`config.mk`:
```
export PLATFORM = sky130hd
export DESIGN_NAME = irq_aggregator
export DESIGN_NICKNAME = d
export VERILOG_FILES = /design/src/rtl/irq_agg_pkg.sv /design/src/rtl/irq_capture.sv /design/src/rtl/irq_fifo.sv /design/src/rtl/irq_regs.sv /design/src/rtl/irq_aggregator.sv
export SDC_FILE = /design/constraint.sdc
export NUM_CORES = 1
export LEC_CHECK = 0
export ABC_CLOCK_PERIOD_IN_PS = 3300
export BUFFER_PORTS_ARGS = -buffer_cell sky130_fd_sc_hd__buf_2
export CORE_MARGIN = 3
export CORE_UTILIZATION = 61
export CTS_BUF_LIST = sky130_fd_sc_hd__clkbuf_2 sky130_fd_sc_hd__clkbuf_4 sky130_fd_sc_hd__clkbuf_8
export CTS_CLUSTER_SIZE = 8
export DETAILED_ROUTE_END_ITERATION = 7
export GPL_TIMING_DRIVEN = 0
export PLACE_DENSITY = 0.88
export SYNTH_ARGS = -nofsm -noshare
export SYNTH_HDL_FRONTEND = slang
export SYNTH_SLANG_ARGS = --single-unit
```
`constraint.sdc`:
```
create_clock -name clk -period 3.3 [get_ports clk]
set_clock_uncertainty 0.05 [all_clocks]
set_input_delay 0.33 -clock clk [delete_from_list [all_inputs] [get_ports clk]]
set_output_delay 0.33 -clock clk [all_outputs]
set_load 0.01 [all_outputs]
```
`src/rtl/irq_agg_pkg.sv`:
```
package irq_agg_pkg;
  localparam int NUM_KINDS = 4;
  // kind codes; a larger code is served first when several arrive together
  localparam int K_CHG   = 0;
  localparam int K_OVC   = 1;
  localparam int K_TWARN = 2;
  localparam int K_TCRIT = 3;
  localparam int KIND_W  = 2;

  localparam int A_CHG_SRC = 1;
  localparam int A_STATUS  = 2;
  localparam int A_OVC_SRC = 3;
  localparam int A_DIR     = 5;
  localparam int A_CHG_EN  = 8;
  localparam int A_OVC_EN  = 9;
  localparam int A_CTRL    = 13;
endpackage

```
`src/rtl/irq_capture.sv`:
```
module irq_capture
  import irq_agg_pkg::*;
#(
  parameter int N = 8
) (
  input  logic              clk,
  input  logic              rst,
  input  logic [N-1:0]      chg_evt,
  input  logic [N-1:0]      ovc_evt,
  input  logic              twarn_lvl,
  input  logic              tcrit_lvl,
  input  logic [N-1:0]      chg_en,
  input  logic [N-1:0]      ovc_en,
  input  logic [N-1:0]      dir,
  input  logic              flush,
  input  logic              full,
  output logic              push,
  output logic [KIND_W-1:0] push_kind,
  output logic [N-1:0]      push_mask
);
  logic [N-1:0]         stg_mask [NUM_KINDS];
  logic [NUM_KINDS-1:0] stg_vld;
  logic [N-1:0]         new_mask [NUM_KINDS];
  logic [NUM_KINDS-1:0] new_vld;
  logic                 twarn_q, tcrit_q;
  logic [KIND_W-1:0]    sel;
  logic                 take;

  always_comb begin
    new_mask[K_CHG]   = chg_evt & chg_en;
    new_mask[K_OVC]   = ovc_evt & ovc_en & dir;
    new_mask[K_TWARN] = '0;
    new_mask[K_TCRIT] = '0;
    new_vld[K_CHG]    = |new_mask[K_CHG];
    new_vld[K_OVC]    = |new_mask[K_OVC];
    new_vld[K_TWARN]  = twarn_lvl & ~twarn_q;
    new_vld[K_TCRIT]  = tcrit_lvl & ~tcrit_q;
  end

  // highest pending kind goes first
  always_comb begin
    sel = '0;
    for (int k = 0; k < NUM_KINDS; k++)
      if (stg_vld[k]) sel = KIND_W'(k);
  end

  assign take      = (|stg_vld) && !full && !flush;
  assign push      = take;
  assign push_kind = sel;
  assign push_mask = stg_mask[sel];

  always_ff @(posedge clk) begin
    if (rst) begin
      twarn_q <= 1'b0;
      tcrit_q <= 1'b0;
    end else begin
      twarn_q <= twarn_lvl;
      tcrit_q <= tcrit_lvl;
    end
  end

  for (genvar k = 0; k < NUM_KINDS; k++) begin : g_stage
    always_ff @(posedge clk) begin
      if (rst || flush) begin
        stg_mask[k] <= '0;
        stg_vld[k]  <= 1'b0;
      end else if (take && sel == KIND_W'(k)) begin
        stg_mask[k] <= new_mask[k];
        stg_vld[k]  <= new_vld[k];
      end else begin
        stg_mask[k] <= stg_mask[k] | new_mask[k];
        stg_vld[k]  <= stg_vld[k] | new_vld[k];
      end
    end

    AST_HELD_NOT_LOST: assert property (@(posedge clk) disable iff (rst)
      (stg_vld[k] && !(take && sel == KIND_W'(k)) && !flush) |=> stg_vld[k]);
  end

  AST_TEMP_UNMASKED: assert property (@(posedge clk) disable iff (rst)
    (tcrit_lvl && !tcrit_q && !flush) |=> stg_vld[K_TCRIT]);
endmodule

```
`src/rtl/irq_fifo.sv`:
```
module irq_fifo #(
  parameter int W     = 10,
  parameter int DEPTH = 4
) (
  input  logic                       clk,
  input  logic                       rst,
  input  logic                       push,
  input  logic                       pop,
  input  logic                       flush,
  input  logic [W-1:0]               din,
  output logic [W-1:0]               dout,
  output logic                       empty,
  output logic                       full,
  output logic [$clog2(DEPTH+1)-1:0] cnt_nxt
);
  localparam int PW = (DEPTH > 1) ? $clog2(DEPTH) : 1;
  localparam int CW = $clog2(DEPTH + 1);

  logic [W-1:0]  mem [DEPTH];
  logic [PW-1:0] wr_ptr, rd_ptr;
  logic [CW-1:0] count;
  logic          do_push, do_pop;

  assign empty   = (count == '0);
  assign full    = (count == CW'(DEPTH));
  assign do_push = push && !full && !flush;
  assign do_pop  = pop && !empty && !flush;
  assign dout    = mem[rd_ptr];

  always_comb begin
    if (flush) cnt_nxt = '0;
    else       cnt_nxt = count + CW'(do_push) - CW'(do_pop);
  end

  always_ff @(posedge clk) begin
    if (do_push) mem[wr_ptr] <= din;
  end

  always_ff @(posedge clk) begin
    if (rst || flush) begin
      wr_ptr <= '0;
      rd_ptr <= '0;
      count  <= '0;
    end else begin
      if (do_push) wr_ptr <= (wr_ptr == PW'(DEPTH - 1)) ? '0 : wr_ptr + 1'b1;
      if (do_pop)  rd_ptr <= (rd_ptr == PW'(DEPTH - 1)) ? '0 : rd_ptr + 1'b1;
      count <= cnt_nxt;
    end
  end

  AST_NO_OVERFLOW: assert property (@(posedge clk) disable iff (rst)
    push |-> !full);
  AST_ACK_ADVANCES: assert property (@(posedge clk) disable iff (rst)
    (pop && !empty && !push && !flush) |=> count == $past(count) - 1'b1);
endmodule

```
`src/rtl/irq_regs.sv`:
```
module irq_regs
  import irq_agg_pkg::*;
#(
  parameter int N  = 8,
  parameter int AW = 4,
  parameter int DW = 8
) (
  input  logic              clk,
  input  logic              rst,
  input  logic [AW-1:0]     bus_addr,
  input  logic [DW-1:0]     bus_wdata,
  input  logic              bus_wr,
  input  logic              bus_rd,
  output logic [DW-1:0]     bus_rdata,
  input  logic              head_valid,
  input  logic [KIND_W-1:0] head_kind,
  input  logic [N-1:0]      head_mask,
  input  logic              twarn_lvl,
  input  logic              tcrit_lvl,
  output logic [N-1:0]      chg_en,
  output logic [N-1:0]      ovc_en,
  output logic [N-1:0]      dir,
  output logic              ack,
  output logic              flush
);
  logic [N-1:0]         wdata_n;
  logic [NUM_KINDS-1:0] kind_hot;
  logic [6:0]           status;
  logic [N-1:0]         chg_src, ovc_src;
  logic                 wr_dir;

  assign wdata_n = bus_wdata[N-1:0];
  assign wr_dir  = bus_wr && bus_addr == AW'(A_DIR);
  assign ack     = bus_wr && bus_addr == AW'(A_CTRL) && bus_wdata[0];
  assign flush   = wr_dir && |(wdata_n & ~dir);

  always_comb begin
    kind_hot = '0;
    if (head_valid) kind_hot[head_kind] = 1'b1;
    status  = {head_valid, tcrit_lvl, twarn_lvl, kind_hot};
    chg_src = kind_hot[K_CHG] ? head_mask : '0;
    ovc_src = kind_hot[K_OVC] ? head_mask : '0;
  end

  always_ff @(posedge clk) begin
    if (rst) begin
      chg_en <= '0;
      ovc_en <= '0;
      dir    <= '0;
    end else if (bus_wr) begin
      if (bus_addr == AW'(A_CHG_EN)) chg_en <= wdata_n;
      if (bus_addr == AW'(A_OVC_EN)) ovc_en <= wdata_n;
      if (wr_dir)                    dir    <= wdata_n;
    end
  end

  always_ff @(posedge clk) begin
    if (rst) begin
      bus_rdata <= '0;
    end else if (bus_rd) begin
      case (bus_addr)
        AW'(A_CHG_SRC): bus_rdata <= DW'(chg_src);
        AW'(A_STATUS):  bus_rdata <= DW'(status);
        AW'(A_OVC_SRC): bus_rdata <= DW'(ovc_src);
        AW'(A_DIR):     bus_rdata <= DW'(dir);
        AW'(A_CHG_EN):  bus_rdata <= DW'(chg_en);
        AW'(A_OVC_EN):  bus_rdata <= DW'(ovc_en);
        default:        bus_rdata <= '0;
      endcase
    end
  end

  AST_CTRL_READS_ZERO: assert property (@(posedge clk) disable iff (rst)
    (bus_rd && bus_addr == AW'(A_CTRL)) |=> bus_rdata == '0);
endmodule

```
`src/rtl/irq_aggregator.sv`:
```
module irq_aggregator
  import irq_agg_pkg::*;
#(
  parameter int N     = 8,
  parameter int DEPTH = 4,
  parameter int AW    = 4,
  parameter int DW    = 8
) (
  input  logic          clk,
  input  logic          rst,
  input  logic [N-1:0]  chg_evt,
  input  logic [N-1:0]  ovc_evt,
  input  logic          twarn_lvl,
  input  logic          tcrit_lvl,
  input  logic [AW-1:0] bus_addr,
  input  logic [DW-1:0] bus_wdata,
  input  logic          bus_wr,
  input  logic          bus_rd,
  output logic [DW-1:0] bus_rdata,
  output logic          irq_n
);
  localparam int EW = KIND_W + N;
  localparam int CW = $clog2(DEPTH + 1);

  logic [N-1:0]      chg_en, ovc_en, dir;
  logic              ack, flush, push, empty, full;
  logic [KIND_W-1:0] push_kind;
  logic [N-1:0]      push_mask;
  logic [EW-1:0]     head;
  logic [CW-1:0]     cnt_nxt;

  irq_capture #(.N(N)) u_cap (
    .clk(clk), .rst(rst), .chg_evt(chg_evt), .ovc_evt(ovc_evt),
    .twarn_lvl(twarn_lvl), .tcrit_lvl(tcrit_lvl),
    .chg_en(chg_en), .ovc_en(ovc_en), .dir(dir),
    .flush(flush), .full(full),
    .push(push), .push_kind(push_kind), .push_mask(push_mask)
  );

  irq_fifo #(.W(EW), .DEPTH(DEPTH)) u_q (
    .clk(clk), .rst(rst), .push(push), .pop(ack), .flush(flush),
    .din({push_kind, push_mask}), .dout(head),
    .empty(empty), .full(full), .cnt_nxt(cnt_nxt)
  );

  irq_regs #(.N(N), .AW(AW), .DW(DW)) u_regs (
    .clk(clk), .rst(rst), .bus_addr(bus_addr), .bus_wdata(bus_wdata),
    .bus_wr(bus_wr), .bus_rd(bus_rd), .bus_rdata(bus_rdata),
    .head_valid(!empty), .head_kind(head[EW-1:N]), .head_mask(head[N-1:0]),
    .twarn_lvl(twarn_lvl), .tcrit_lvl(tcrit_lvl),
    .chg_en(chg_en), .ovc_en(ovc_en), .dir(dir),
    .ack(ack), .flush(flush)
  );

  always_ff @(posedge clk) begin
    if (rst) irq_n <= 1'b1;
    else     irq_n <= (cnt_nxt == '0);
  end

  AST_FLUSH_RELEASES: assert property (@(posedge clk) disable iff (rst)
    flush |=> irq_n);
  AST_PUSH_LOWERS_LINE: assert property (@(posedge clk) disable iff (rst)
    (push && !full && !flush) |=> !irq_n);
endmodule

```
After elaboration in Yosys (flattened, before gate mapping):

Memory sizes are Yosys's and may differ from the RTL's. A register that Yosys moved wholly into a read port is not among the register bits.
Index checks and enable logic that the tools add are counted.

* register bits: 46
* bits in writable memories: 72
* logic and storage cells: 145
* memories: 2

* $add $sub $neg: 4
* magnitude comparators: 2
* eq/ne operators: 15
* mux-type cells: 54
* bitwise operators: 23
* reduce and logical (&&, ||, !) cells: 31

Memories
* u_q.mem: words 4, width 10, read ports 1, clocked after Yosys merged registers in 1, write ports 1, line irq_fifo.sv:19 `logic [W-1:0] mem [DEPTH];`
* u_cap.stg_mask: words 4, width 8, read ports 3, clocked after Yosys merged registers in 0, write ports 4, line irq_capture.sv:21 `logic [N-1:0] stg_mask [NUM_KINDS];`

Operator list (count)
* 8-bit two-way mux: 10
* 8-bit case mux with 6 select lines: 1
* 1-bit two-way mux: 34
* 8-bit AND: 4
* 8-bit OR reduction: 3
* 8-bit OR: 2
* 1-bit logical AND: 15
* 4-bit == test, second input constant: 3
* 2-bit two-way mux: 6
* 1-bit OR: 12
* 2-bit AND reduction: 5
* 2-bit == test, second input constant: 4
* 4-bit by 2-bit == test with 1-bit output, second input constant: 2
* 8-bit NOT: 1
* 3-bit logical NOT: 2
* 2-bit by 1-bit adder with 2-bit output, second input constant: 2
* 4-bit by 1-bit == test with 1-bit output, second input constant: 1
* 4-bit by 3-bit == test with 1-bit output, second input constant: 1
* 4-bit two-way mux: 1
* 4-bit OR reduction: 1
* 3-bit by 1-bit adder with 3-bit output: 1
* 3-bit == test, second input constant: 1
* 1-bit logical NOT: 3
* 2-bit by 3-bit < comparator with 1-bit output, second input constant: 1
* other kinds (10): 13

Depth between registers and ports, before layout:

* word-level depth: 12
* depth in mapped cells: 13
* mapped depth without buffers: 11

Modules after synthesis:

From an unflattened synthesis, not the netlist that was laid out.

* cell total of the unflattened synthesis: 428
* area, all modules: 4932.2 um2

By module, submodules not included
* irq_fifo: instances 1, cells an instance 106, area each 1964.4 um2
* irq_regs: instances 1, cells an instance 200, area each 1761.7 um2
* irq_capture: instances 1, cells an instance 118, area each 1171.1 um2
* irq_aggregator: instances 1, cells an instance 4, area each 35.0 um2

Worst setup path after synthesis:

No wires, ideal clock.

* path type: input -> register
* start: input bus_wdata[3]
* end: register irq_n
* arrival: 2.402 ns
* required time: 3.133 ns
* path slack: 0.731 ns
* stages on the path: 11
* buffers on the path: 0
* cell sequence: nor2b_1 -> a2111oi_0 -> a31oi_2 -> nor3_1 -> ha_1 -> inv_1 -> fa_1 -> xor2_1 -> xnor2_1 -> nand3b_1 -> nand2_1

* word-level cells in the longest chain between the ends: 11
* elaborated cells between the ends (all ways): 12
* classes of those cells: 2 x add/sub; 1 x mux; 1 x bitwise; 8 x reduce/logical

Ends and longest elaborated chain
* start: declaration: line irq_aggregator.sv:16 `input logic [DW-1:0] bus_wdata,`
* 8-bit AND *: line irq_regs.sv:35 `assign flush = wr_dir && |(wdata_n & ~dir);`
* 8-bit OR reduction *: line irq_regs.sv:35
* 1-bit logical AND *: line irq_regs.sv:35
* 1-bit logical NOT *: line irq_capture.sv:47, irq_fifo.sv:26
* 1-bit logical AND: line irq_capture.sv:47 `assign take = (|stg_vld) && !full && !flush;`
* 1-bit logical AND: line irq_fifo.sv:26 `assign do_push = push && !full && !flush;`
* 1-bit logical AND *: line irq_fifo.sv:26
* net u_q.do_push: line irq_fifo.sv:22 `logic do_push, do_pop;`
* 3-bit by 1-bit adder with 3-bit output *: line irq_fifo.sv:32 `else cnt_nxt = count + CW'(do_push) - CW'(do_pop);`
* 3-bit by 1-bit subtractor with 3-bit output *: line irq_fifo.sv:32
* 3-bit two-way mux *: line irq_fifo.sv:31 `if (flush) cnt_nxt = '0;`
* 3-bit logical NOT *: line irq_aggregator.sv:57 `else irq_n <= (cnt_nxt == '0);`
* end signal: assignment: line irq_aggregator.sv:57
* end: declaration: line irq_aggregator.sv:20 `output logic irq_n`

Mark *: on every way through the listed nets, which the timed path passes. The rest lies on a longest branch.
A chain may end at the register's enable or synchronous reset.

Worst setup path after layout:

* start: register u_regs.dir[3]
* end: register irq_n

* word-level cells in the longest chain between the ends: 12
* elaborated cells between the ends (all ways): 13
* classes of those cells: 2 x add/sub; 1 x mux; 2 x bitwise; 8 x reduce/logical

Ends and longest elaborated chain
* start: declaration: line irq_regs.sv:22 `output logic [N-1:0] dir,`
* start signal: assignment: line irq_regs.sv:53 `if (wr_dir) dir <= wdata_n;`
* 8-bit NOT *: line irq_regs.sv:35
* 8-bit AND *: line irq_regs.sv:35
* 8-bit OR reduction *: line irq_regs.sv:35
* 1-bit logical AND *: line irq_regs.sv:35
* 1-bit logical NOT *: line irq_capture.sv:47, irq_fifo.sv:26
* 1-bit logical AND: line irq_capture.sv:47
* 1-bit logical AND: line irq_fifo.sv:26
* 1-bit logical AND *: line irq_fifo.sv:26
* net u_q.do_push: line irq_fifo.sv:22
* 3-bit by 1-bit adder with 3-bit output *: line irq_fifo.sv:32
* 3-bit by 1-bit subtractor with 3-bit output *: line irq_fifo.sv:32
* 3-bit two-way mux *: line irq_fifo.sv:31
* 3-bit logical NOT *: line irq_aggregator.sv:57

Marks and branches as above.

==> out/results.txt <==
total CTS buffers - 9
fmax - 0.3399 GHz
Min-Delay Path Class - in2reg
largest net degree at the start of global routing - 17
Post-DP HPWL - 8271 um
slew margin rel. - 21.71%
die area - 8706 um^2
mean post-synth cell area - 10.81 um^2
CP Max Fanout - 5
Final #Nets - 534
1st-iter DRT viols - 476
Setup CP Type - reg2reg
Worst path max stage delay - 550 ps
period utilization - 89.16%
RD Place Congestion - 0.9400
first-pass GRT wire length - 18360 um
Wirelength per Cell - 19.39 um
Top FF cell, synth - edfxtp_1
Final Max Tran Viols - 0
RSZ-0062 raised after global routing - false
ant diodes - 0
die span in x - 93.31 um
Pre-antenna DRT Iters - 5
Layout area overhead - 12.73%
Hold Slack - 192.9 ps
# IOs - 43
library cells used by synthesis - 49
WP data required - 3550 ps
post-synthesis adder-cell area fraction - 2.045%
startpoint types - register
Period minus WS final - 2942 ps
Finish-stage setup viols - 0
Post-Synth XOR/XNOR Area - 0.7535%
register bit total from synthesis - 104
Reg area - 2643 um^2
final WL - 11570 um
Vias - 3714
Initial Utilization - 63.42%
run status - finished, final reports clean
CORE AREA - 7331 um^2
CTS Sinks - 104
total grt overflow - 0
Power Total - 2.649 mW
die height - 93.31 um
Least-Margin Pin Slew - 1156 ps
vias in the first global route - 3595
Total Routing Usage GR - 28.09%
H-tree depth - 3
Post-Syn Area - 4649 um^2
Via density - 6.221
Pwr Density - 505.5 nW/um^2
number of warnings issued by yosys - 0
Synth Area in Compound Gates - 12.00%
critical-path cell list - nor2b_1, a2111oi_2, a31oi_2, nor3_2, ha_1, inv_1, fa_1, xor2_1, xnor2_1, nand3b_1, nand2_1
multi-input logic area - 1921 um^2
Layout fillers - 555
leakage - 1.879 nW
Detail Route Antenna Nets - 0
CP max stage cell - a2111oi_2
synthesized instance count - 430
Worst R2R Setup Slack - 360 ps
mux cell area share after synthesis - 7.723%
post-synthesis simple-gate area fraction - 17.25%
worst r2r path cells - 11
setup TNS - 0 ps
Worst VDD drop - 0.0003532 V
sequential element share of the synthesized area - 56.84%
max_cap viols - 0
share of cells above drive strength 1 - 13.86%
Hold Vio Cnt, Final - 0
Clock Tree Buf Depth - 2
num rows - 31
drc violations - 0
Worst-path clk slew - 100 ps
critical path data arrival time - 3190 ps
setup bufs post-CTS - 0
Worst Hold Depth - 3
clk_lat worst skew - 360 ps
Port-buffer cells - 37
number of synthesized flops with an enable pin - 56
initial antenna violation count - 0
CP Capture Type - register
clock root buffer - clkbuf_8
CTS tree - done
combinational family with the most area after synthesis - simple AND/OR/NAND/NOR gates
ys async rst share - 0%
==> area by class of cell <==
class / instances / area share, %
sequential: 104 / 50.42
multi-input combinational: 307 / 36.64
timing repair buffer: 37 / 3.533
clock buffer: 10 / 2.507
tap: 99 / 2.363
buffer: 23 / 2.148
clock inverter: 6 / 1.599
inverter: 11 / 0.7878
==> final timing paths <==
check / end / startpoint
setup / recovery: irq_n$_SDFF_PP1_ / u_regs.dir[3]$_SDFFE_PP0P_
hold / removal: u_regs.dir[2]$_SDFFE_PP0P_ / bus_wdata[2]
setup reg to reg: irq_n$_SDFF_PP1_ / u_regs.dir[3]$_SDFFE_PP0P_
hold reg to reg: u_regs.chg_en[3]$_SDFFE_PP0P_ / u_regs.chg_en[3]$_SDFFE_PP0P_
==> flip-flops by register name (all words and copies together) (netlist names), named ones only <==
| signal | flops |
|---|---|
| u_regs.bus_rdata | 8 |
| irq_n | 1 |
| u_q.mem | 40 |
| u_cap.stg_mask | 16 |
| u_q.count | 3 |
| u_regs.ovc_en | 8 |
| u_cap.stg_vld | 4 |
| u_cap.twarn_q | 1 |
| u_regs.dir | 8 |
| u_q.wr_ptr | 2 |
| u_cap.tcrit_q | 1 |
| u_regs.chg_en | 8 |
| u_q.rd_ptr | 2 |
==> stage by stage <==
stage	std cells	worst slack [ps]	utilization, %	cell area, um^2
detailed placement	581	-189.5	68.41	5015
floorplan	445	731.1	-	4706
global placement	581	-102.6	68.41	5015
global route	597	108.7	71.50	5241
finish	597	357.6	71.50	5241
CTS	597	58.11	71.36	5231
==> critical path: cells and delay by family (launching register included) <==
kind	cells	cell delay (ps)
and+or+nand+nor	4	610
DFF	1	420
AOI/OAI and AO/OA	2	790
adders and majority gates	2	610
xor gates and xnor gates	2	350
buffers and inverters	1	50
==> cell usage after synthesis (2+ instances only) <==
| cell type | n | area (um^2) |
|---|---|---|
| and2_1 | 5 | 31.28 |
| nand3_1 | 40 | 200.2 |
| clkbuf_1 | 12 | 45.04 |
| nor4bb_1 | 2 | 20.02 |
| o21ai_0 | 14 | 70.07 |
| buf_4 | 3 | 22.52 |
| nor3_1 | 4 | 20.02 |
| ha_1 | 6 | 75.07 |
| mux2i_1 | 10 | 100.1 |
| edfxtp_1 | 56 | 1682 |
| nor3b_1 | 3 | 22.52 |
| a211oi_1 | 5 | 37.54 |
| nand4_1 | 5 | 31.28 |
| a221oi_1 | 6 | 52.55 |
| buf_2 | 5 | 25.02 |
| nor2b_1 | 7 | 43.79 |
| dfxtp_1 | 48 | 960.9 |
| a21oi_1 | 51 | 255.2 |
| xnor2_1 | 2 | 17.52 |
| o211ai_1 | 2 | 15.01 |
| nor2_1 | 25 | 93.84 |
| xor2_1 | 2 | 17.52 |
| nand2_1 | 63 | 236.5 |
| a22oi_1 | 11 | 82.58 |
| nand2b_1 | 2 | 12.51 |
| mux4_1 | 9 | 236.5 |
| inv_1 | 10 | 37.54 |
==> placed cells by master (no fill, tap or decap), types with 3 or more instances in the layout <==
cell type,n
nor3_1,3
ha_1,6
nand3_1,40
a21oi_1,51
buf_2,42
clkbuf_8,9
clkbuf_1,12
inv_1,10
a22oi_1,11
nor3b_1,3
a221oi_1,6
nor2b_1,7
o21ai_0,14
dfxtp_1,48
mux4_1,9
conb_1,16
nand4_1,5
edfxtp_1,56
buf_4,3
nor2_1,25
mux2i_1,10
nand2_1,63
a211oi_1,5
and2_1,5
==> where the power goes <==
| group | total (mW) | internal (mW) | switching, mW |
|---|---|---|---|
| logic | 0.316 | 0.112 | 0.204 |
| registers | 1.49 | 1.45 | 0.0368 |
| clock network | 0.845 | 0.432 | 0.413 |
| total | 2.65 | 2.00 | 0.654 |
==> cells by family after synthesis <==
kind of cell | count (synthesis)
simple gates | 166
flops | 104
compound gates | 94
buf+inv | 34
mux | 20
fa+ha+maj | 7
xor+xnor | 4
other cells | 1
==> layer usage <==
layer / routed length (um) / global-route usage, % / up-vias / part of all wire [%]
met5: 0 / 0 / - / 0
met4: 283 / 9.280 / 0 / 2.4
met3: 1095 / 6.356 / 29 / 9.5
met2: 5650 / 45.68 / 220 / 49
met1: 4544 / 37.49 / 1776 / 39
li1: - / - / 1689 / -
==> timing repair <==
item,4_1_cts,5_1_grt
resized for setup,1,2
endpoints found under the hold margin,0,0
setup endpoints to repair,2,2
hold buffers,0,0
No activity file was read; power rests on OpenSTA's default activity.
